### src/rtl/ext_alu_pkg.sv
package ext_alu_pkg;

    localparam int DATA_W    = 32;
    localparam int OPC_W     = 16;
    localparam int NUM_SIZES = 3;
    localparam int QF_LSB    = 9;
    localparam int QF_W      = 3;
    localparam int REG_W     = 3;

    typedef enum logic [1:0] {
        SZ_BYTE = 2'd0,
        SZ_WORD = 2'd1,
        SZ_LONG = 2'd2,
        SZ_RSVD = 2'd3
    } size_e;

    typedef enum logic [1:0] {
        KIND_PLAIN = 2'd0,
        KIND_QUICK = 2'd1,
        KIND_EXT   = 2'd2,
        KIND_ALT   = 2'd3
    } kind_e;

    typedef struct packed {
        logic x;
        logic n;
        logic z;
        logic v;
        logic c;
    } ccr_t;

endpackage

### src/rtl/ext_alu_quick.sv
module ext_alu_quick #(
    parameter int FLD_W  = 3,
    parameter int DATA_W = 32
) (
    input  logic [FLD_W-1:0]  field,
    output logic [DATA_W-1:0] qval
);
    logic [FLD_W:0] q_d;

    always_comb begin
        if (field == '0) begin
            q_d = {1'b1, {FLD_W{1'b0}}};
        end else begin
            q_d = {1'b0, field};
        end
        qval = DATA_W'(q_d);
    end
endmodule

### src/rtl/ext_alu_core.sv
module ext_alu_core
    import ext_alu_pkg::*;
#(
    parameter int DW = DATA_W
) (
    input  logic [DW-1:0] dst,
    input  logic [DW-1:0] src,
    input  logic          sub,
    input  logic          cin,
    input  logic [1:0]    size,
    output logic [DW-1:0] res,
    output logic          co,
    output logic          ovf,
    output logic          neg
);
    logic [NUM_SIZES-1:0][DW-1:0] res_w;
    logic [NUM_SIZES-1:0]         co_w;
    logic [NUM_SIZES-1:0]         v_w;
    logic [NUM_SIZES-1:0]         n_w;

    for (genvar g = 0; g < NUM_SIZES; g++) begin : g_width
        localparam int W = 8 << g;
        logic [W:0] a_ext;
        logic [W:0] b_ext;
        logic [W:0] c_ext;
        logic [W:0] sum;
        logic       d_msb;
        logic       s_msb;
        logic       r_msb;

        assign a_ext = {1'b0, dst[W-1:0]};
        assign b_ext = {1'b0, src[W-1:0]};
        assign c_ext = {{W{1'b0}}, cin};
        assign sum   = sub ? (a_ext - b_ext - c_ext) : (a_ext + b_ext + c_ext);
        assign d_msb = dst[W-1];
        assign s_msb = src[W-1];
        assign r_msb = sum[W-1];

        assign res_w[g] = DW'(sum[W-1:0]);
        assign co_w[g]  = sum[W];
        assign n_w[g]   = r_msb;
        assign v_w[g]   = sub ? ((d_msb ^ s_msb) & (r_msb ^ d_msb))
                              : (~(d_msb ^ s_msb) & (r_msb ^ d_msb));
    end

    logic [1:0] sel;

    always_comb begin
        sel = (size == SZ_RSVD) ? 2'(SZ_LONG) : size;
        res = res_w[sel];
        co  = co_w[sel];
        ovf = v_w[sel];
        neg = n_w[sel];
    end
endmodule

### src/rtl/ext_alu_xdecode.sv
module ext_alu_xdecode
    import ext_alu_pkg::*;
(
    input  logic [OPC_W-1:0] opcode,
    output logic             hit,
    output logic             is_sub,
    output logic [1:0]       size,
    output logic             mem_form,
    output logic [REG_W-1:0] src_reg,
    output logic [REG_W-1:0] dst_reg
);
    localparam logic [OPC_W-1:0] XMASK     = 16'hF1F0;
    localparam logic [OPC_W-1:0] BASE_ADD  = 16'hD100;
    localparam logic [OPC_W-1:0] BASE_SUB  = 16'h9100;
    localparam logic [OPC_W-1:0] SIZE_STEP = 16'h0040;
    localparam int NFAM = 2;

    logic [NFAM*NUM_SIZES-1:0] match;

    for (genvar f = 0; f < NFAM; f++) begin : g_fam
        for (genvar s = 0; s < NUM_SIZES; s++) begin : g_sz
            localparam logic [OPC_W-1:0] PAT =
                ((f == 0) ? BASE_ADD : BASE_SUB) + OPC_W'(s) * SIZE_STEP;
            assign match[f*NUM_SIZES + s] = ((opcode & XMASK) == PAT);
        end
    end

    always_comb begin
        hit      = |match;
        is_sub   = |match[NFAM*NUM_SIZES-1:NUM_SIZES];
        size     = opcode[7:6];
        mem_form = opcode[3];
        src_reg  = opcode[2:0];
        dst_reg  = opcode[11:9];
    end
endmodule

### src/rtl/ext_arith_unit.sv
module ext_arith_unit
    import ext_alu_pkg::*;
(
    input  logic              clk,
    input  logic              rst_n,
    input  logic              op_valid,
    input  logic [1:0]        op_kind,
    input  logic              op_sub,
    input  logic [1:0]        op_size,
    input  logic [OPC_W-1:0]  opcode,
    input  logic [DATA_W-1:0] src_opd,
    input  logic [DATA_W-1:0] dst_opd,
    output logic [DATA_W-1:0] result,
    output logic              flag_x,
    output logic              flag_n,
    output logic              flag_z,
    output logic              flag_v,
    output logic              flag_c,
    output logic              xd_hit,
    output logic              xd_sub,
    output logic [1:0]        xd_size,
    output logic              xd_mem,
    output logic [REG_W-1:0]  xd_src_reg,
    output logic [REG_W-1:0]  xd_dst_reg
);
    ccr_t              ccr_d, ccr_q;
    kind_e             kind;
    logic              is_ext;
    logic [DATA_W-1:0] qval;
    logic [DATA_W-1:0] src_eff;
    logic [DATA_W-1:0] core_res;
    logic              core_co, core_v, core_n, cin;

    ext_alu_quick #(.FLD_W(QF_W), .DATA_W(DATA_W)) u_quick (
        .field (opcode[QF_LSB +: QF_W]),
        .qval  (qval)
    );

    always_comb begin
        kind    = kind_e'(op_kind);
        is_ext  = (kind == KIND_EXT);
        src_eff = (kind == KIND_QUICK) ? qval : src_opd;
        cin     = is_ext & ccr_q.x;
    end

    ext_alu_core #(.DW(DATA_W)) u_core (
        .dst  (dst_opd),
        .src  (src_eff),
        .sub  (op_sub),
        .cin  (cin),
        .size (op_size),
        .res  (core_res),
        .co   (core_co),
        .ovf  (core_v),
        .neg  (core_n)
    );

    ext_alu_xdecode u_xdec (
        .opcode   (opcode),
        .hit      (xd_hit),
        .is_sub   (xd_sub),
        .size     (xd_size),
        .mem_form (xd_mem),
        .src_reg  (xd_src_reg),
        .dst_reg  (xd_dst_reg)
    );

    // next-state computation
    always_comb begin
        ccr_d = ccr_q;
        if (op_valid) begin
            ccr_d.x = core_co;
            ccr_d.c = core_co;
            ccr_d.n = core_n;
            ccr_d.v = core_v;
            ccr_d.z = is_ext ? (ccr_q.z & (core_res == '0)) : (core_res == '0);
        end
    end

    always_ff @(posedge clk or negedge rst_n) begin
        if (!rst_n) begin
            ccr_q <= '0;
        end else begin
            ccr_q <= ccr_d;
        end
    end

    assign result = core_res;
    assign flag_x = ccr_q.x;
    assign flag_n = ccr_q.n;
    assign flag_z = ccr_q.z;
    assign flag_v = ccr_q.v;
    assign flag_c = ccr_q.c;

    assert_flags_hold_R9: assert property (@(posedge clk) disable iff (!rst_n)
        !op_valid |=> $stable({flag_x, flag_n, flag_z, flag_v, flag_c}));

    assert_x_tracks_c_R3: assert property (@(posedge clk) disable iff (!rst_n)
        op_valid |=> (flag_x == flag_c));

    assert_zero_sticky_R7: assert property (@(posedge clk) disable iff (!rst_n)
        (op_valid && op_kind == 2'd2 && !flag_z) |=> !flag_z);

    assert_neg_msb_R4: assert property (@(posedge clk) disable iff (!rst_n)
        op_valid |=> (flag_n == $past(op_size == 2'd0 ? result[7] :
                                      op_size == 2'd1 ? result[15] : result[31])));

    assert_zero_plain_R6: assert property (@(posedge clk) disable iff (!rst_n)
        (op_valid && op_kind != 2'd2) |=> (flag_z == ($past(result) == '0)));

    assert_dec_size_R10: assert property (@(posedge clk) disable iff (!rst_n)
        xd_hit |-> (xd_size != 2'd3));
endmodule

### config.mk
export PLATFORM = sky130hd
export DESIGN_NAME = ext_arith_unit
export DESIGN_NICKNAME = d
export VERILOG_FILES = /design/src/rtl/ext_alu_pkg.sv /design/src/rtl/ext_alu_quick.sv /design/src/rtl/ext_alu_core.sv /design/src/rtl/ext_alu_xdecode.sv /design/src/rtl/ext_arith_unit.sv
export SDC_FILE = /design/constraint.sdc
export NUM_CORES = 1
export LEC_CHECK = 0
export ABC_AREA = 0
export BUFFER_PORTS_ARGS = -buffer_cell sky130_fd_sc_hd__buf_2
export CORE_UTILIZATION = 60
export CTS_BUF_LIST = sky130_fd_sc_hd__clkbuf_2
export DETAILED_ROUTE_END_ITERATION = 8
export PLACE_DENSITY = 0.94
export SLEW_MARGIN = 30
export SYNTH_ARGS = -nofsm -noshare
export SYNTH_HDL_FRONTEND = slang
export SYNTH_HIERARCHICAL = 1
export SYNTH_SLANG_ARGS = --single-unit
export TNS_END_PERCENT = 30
### constraint.sdc
create_clock -name clk -period 14.8 [get_ports clk]
set_input_delay 2.96 -clock clk [delete_from_list [all_inputs] [get_ports clk]]
set_output_delay 2.96 -clock clk [all_outputs]
set_load 0.01 [all_outputs]
==> impl_results.md <==
- Status: completed
- CTS max path bufs: 2
- GP Congestion: a little over 1
- Area added between synthesis and finish: 8.40%
- Hold_buf cts: 0
- Final hold vios: 0
- Synth Instances: around 800
- CP arrival: between 7 and 8 ns
- Worst-path maximum fanout: 32
- Worst Setup End Kind: output pin
- Max-slew violation count: 0
- Final period util: a little over two thirds
- Postcts setup bufs: 0
- Vias in the first global route: 5506
- # IOs: 136
- Critical path startpoint category: input pin
- Sum Neg Setup Slack: 0 ns
- Area after DPL: about 6300 µm²
- TritonCTS Buffers: 3
- Layout cells sized above 1: approximately 20%
- Final setup viols: 0
- Clk slew on worst S/H paths: ~0.04 ns
- Initial antenna violation count: 0
- Port Buffers: approximately 130
- CTS root buf: clkbuf_2
- Via/cell ratio: 5.93
- Mapped cell area: around 5900 µm²
- CP max stage cell: buf_4
- CTS tree: yes
- Post-DRT Antenna Nets: 0
- Worst-margin pin slew: 0.984 ns
- Min cycle time layout: between 10 and 15 ns
- # rows: 35
- Detailed Route Iter0 Violations: roughly 640
- Die width: about 100 µm
- Initial core utilization: between 60% and 70%
- Logic depth of the worst path, buffers included: 17
- Total Routing Usage GR: 30.5%
- Largest net degree at the start of global routing: 53
- Yosys warns: 6
- Peak supply drop: 33.7 µV
- HP Start: flag_z$_DFFE_PN0P_
- Hold crit path type: reg -> reg
- Vias: just over 6000
- Hold Slack: a little under 0.5 ns
- Worst path top cell family by delay: compound AO/OA/AOI/OAI gates
- Main flop type after synthesis: dfrtp_1
- GRT overflow: 0
- DIE AREA: between 10000 and 15000 µm²
- WP buf/inv: 4
- Crit-path cells: buf_2 > nor2b_4 > buf_4 > mux2_4 > fa_1 > inv_1 > fa_1 > o21bai_1 > a211o_1 > a211o_1 > a221oi_2 > o21bai_1 > a211o_1 > a211o_1 > xnor2_1 > a211oi_1 > buf_2
- Post_cts resized: 0
- DP HPWL: about 13000 µm
- Req. time, crit path: 11.84 ns
- Fin area: 6360 µm²
- Core ar.: about 9400 µm²
- Clock Latency Late Sink: approximately 0.22 ns
- Final core utilization: around two thirds
- FFs w/ async S/R, synth: 100%
- Pwr dens: slightly below 70 nW/µm²
- Worst Reg-to-Reg Cells: 18
- Wire per inst: 15.3 µm
- CP peak stage delay: around 0.5 ns
- Worst Skew: approximately 0.0095 ns
- Post-synth EDFFs: 0
- WS Path Type: in -> out
- Avg Inst Size Synth: slightly above 7 µm²
- Worst r2r src: flag_x$_DFFE_PN0P_
- TritonRoute pass-1 iters: 5
- RSZ-0062 raised after global routing: false
- Post-layout nets: 1092
- Achievable Freq: between 90 and 100 MHz
- Drt total wl: ~16000 µm
- Pleak: about 3.2 nW
- Die Y: 101 µm
- Rel. slew slack: about a third
- Yosys cell types: slightly below 80
- Cell mode on critical path: a211o_1
- DRC Markers: 0
- # diodes: 0
- Reported max-cap violation count: 0
- Post-synthesis sequential area ratio: 1.71%
- Setup crit start: op_kind[1]
- Worst Hold Depth: 2
- CTS sink cnt: 4
- First-pass GRT wire length: 25300 µm
- #FFs+latches synth: 4
- H-tree depth: 1
[layer usage]
layer,GRT usage [%],up-vias,part of all wire [%]
li1,-,3000,-
met5,0,-,0
met1,41.9,2761,45
met4,7.58,0,2.1
met3,3.47,45,8.8
met2,50.6,327,44
[final timing paths]
| check | end | slack (ns) |
|---|---|---|
| setup reg to reg | flag_z$_DFFE_PN0P_ | 10.35 |
| hold reg to reg | flag_z$_DFFE_PN0P_ | 0.49 |
| min in group asynchronous | flag_n$_DFFE_PN0P_ | 2.54 |
| max in group asynchronous | flag_z$_DFFE_PN0P_ | 12.13 |
| setup / recovery | result[30] | 4.42 |
| hold / removal | flag_z$_DFFE_PN0P_ | 0.49 |
[cells in the mapped netlist, drive strengths merged, types with 3 or more instances]
master | number | area share [%]
a2111oi | 3 | 0.47
a211o | 5 | 0.75
a211oi | 19 | 2.4
a21o | 18 | 2.3
a21oi | 79 | 6.8
a221oi | 4 | 0.70
a311oi | 3 | 0.55
a31oi | 8 | 1.1
and2 | 4 | 0.43
and3 | 4 | 0.45
buf | 46 | 6.4
clkbuf | 14 | 0.90
dfrtp | 4 | 1.7
fa | 4 | 1.4
ha | 93 | 20
inv | 107 | 6.8
mux2 | 34 | 8.4
mux2i | 7 | 1.2
nand2 | 34 | 2.2
nand2b | 8 | 0.85
nand3 | 19 | 1.6
nand4 | 8 | 0.85
nor2 | 68 | 4.3
nor2b | 11 | 1.3
nor3 | 13 | 1.2
nor4 | 13 | 1.4
o2111ai | 4 | 0.60
o211a | 3 | 0.51
o211ai | 6 | 0.77
o21a | 6 | 0.77
o21ai | 37 | 3.2
o21bai | 15 | 1.9
o22ai | 4 | 0.43
o31a | 5 | 0.79
o31ai | 8 | 1.1
o41ai | 4 | 0.85
or2 | 3 | 0.32
or3 | 5 | 0.62
xnor2 | 42 | 6.3
xor2 | 14 | 2.1
[worst min-delay path: stages (launching register included)]
cell     delay, ns
dfrtp_1       0.33
a21oi_1       0.05
nor2_1        0.07
[flip-flops by register name (all words and copies together) (netlist names)]
register and count:
flag_n 1, flag_v 1, flag_x 1, flag_z 1
[cells in the final DEF (no fill, tap or decap), types with 28 or more instances in the layout]
master	count
buf_2	127
o21ai_0	36
ha_1	93
nor2_1	68
a21oi_1	78
nand2_1	34
mux2_4	30
inv_1	107
xnor2_1	42
conb_1	28
[cell type report]
type | count | area [µm²]
clock buffer | 3 | 15.0
fill | 871 | 3010
inverter | 108 | 405
multi-input combinational | 662 | 5040
sequential | 4 | 100
tap | 129 | 161
timing repair buffer | 128 | 643
[where the power goes]
part           switching [mW]  internal (mW)  leakage (nW)  total, mW
registers             0.00126         0.0133        0.0497     0.0146
clock network         0.00510        0.00546        0.0125     0.0106
logic                   0.237          0.169          3.18      0.406
[kinds of logic (layout without fill, tap and decap cells)]
kind of cell	Yosys count	count (layout)	synth area share (%)
xor+xnor	57	57	8.74
compound gates	241	241	27.6
buf+inv	168	239	14.2
other cells	1	28	0.0639
fa+ha+maj	97	97	21.2
simple gates	198	198	16.9
flops	4	4	1.71
mux	41	41	9.64
[through the flow]
step / total power [mW] / instances / worst slack [ns]
finish: 0.431 / 1034 / 4.42
detailed placement: 0.408 / 1031 / 4.49
floorplan: 0.318 / 834 / 5.31
global route: 0.469 / 1034 / 4.15
global placement: 0.402 / 1031 / 4.66
CTS: 0.422 / 1034 / 4.49
Power figures use the tool's default switching activity.
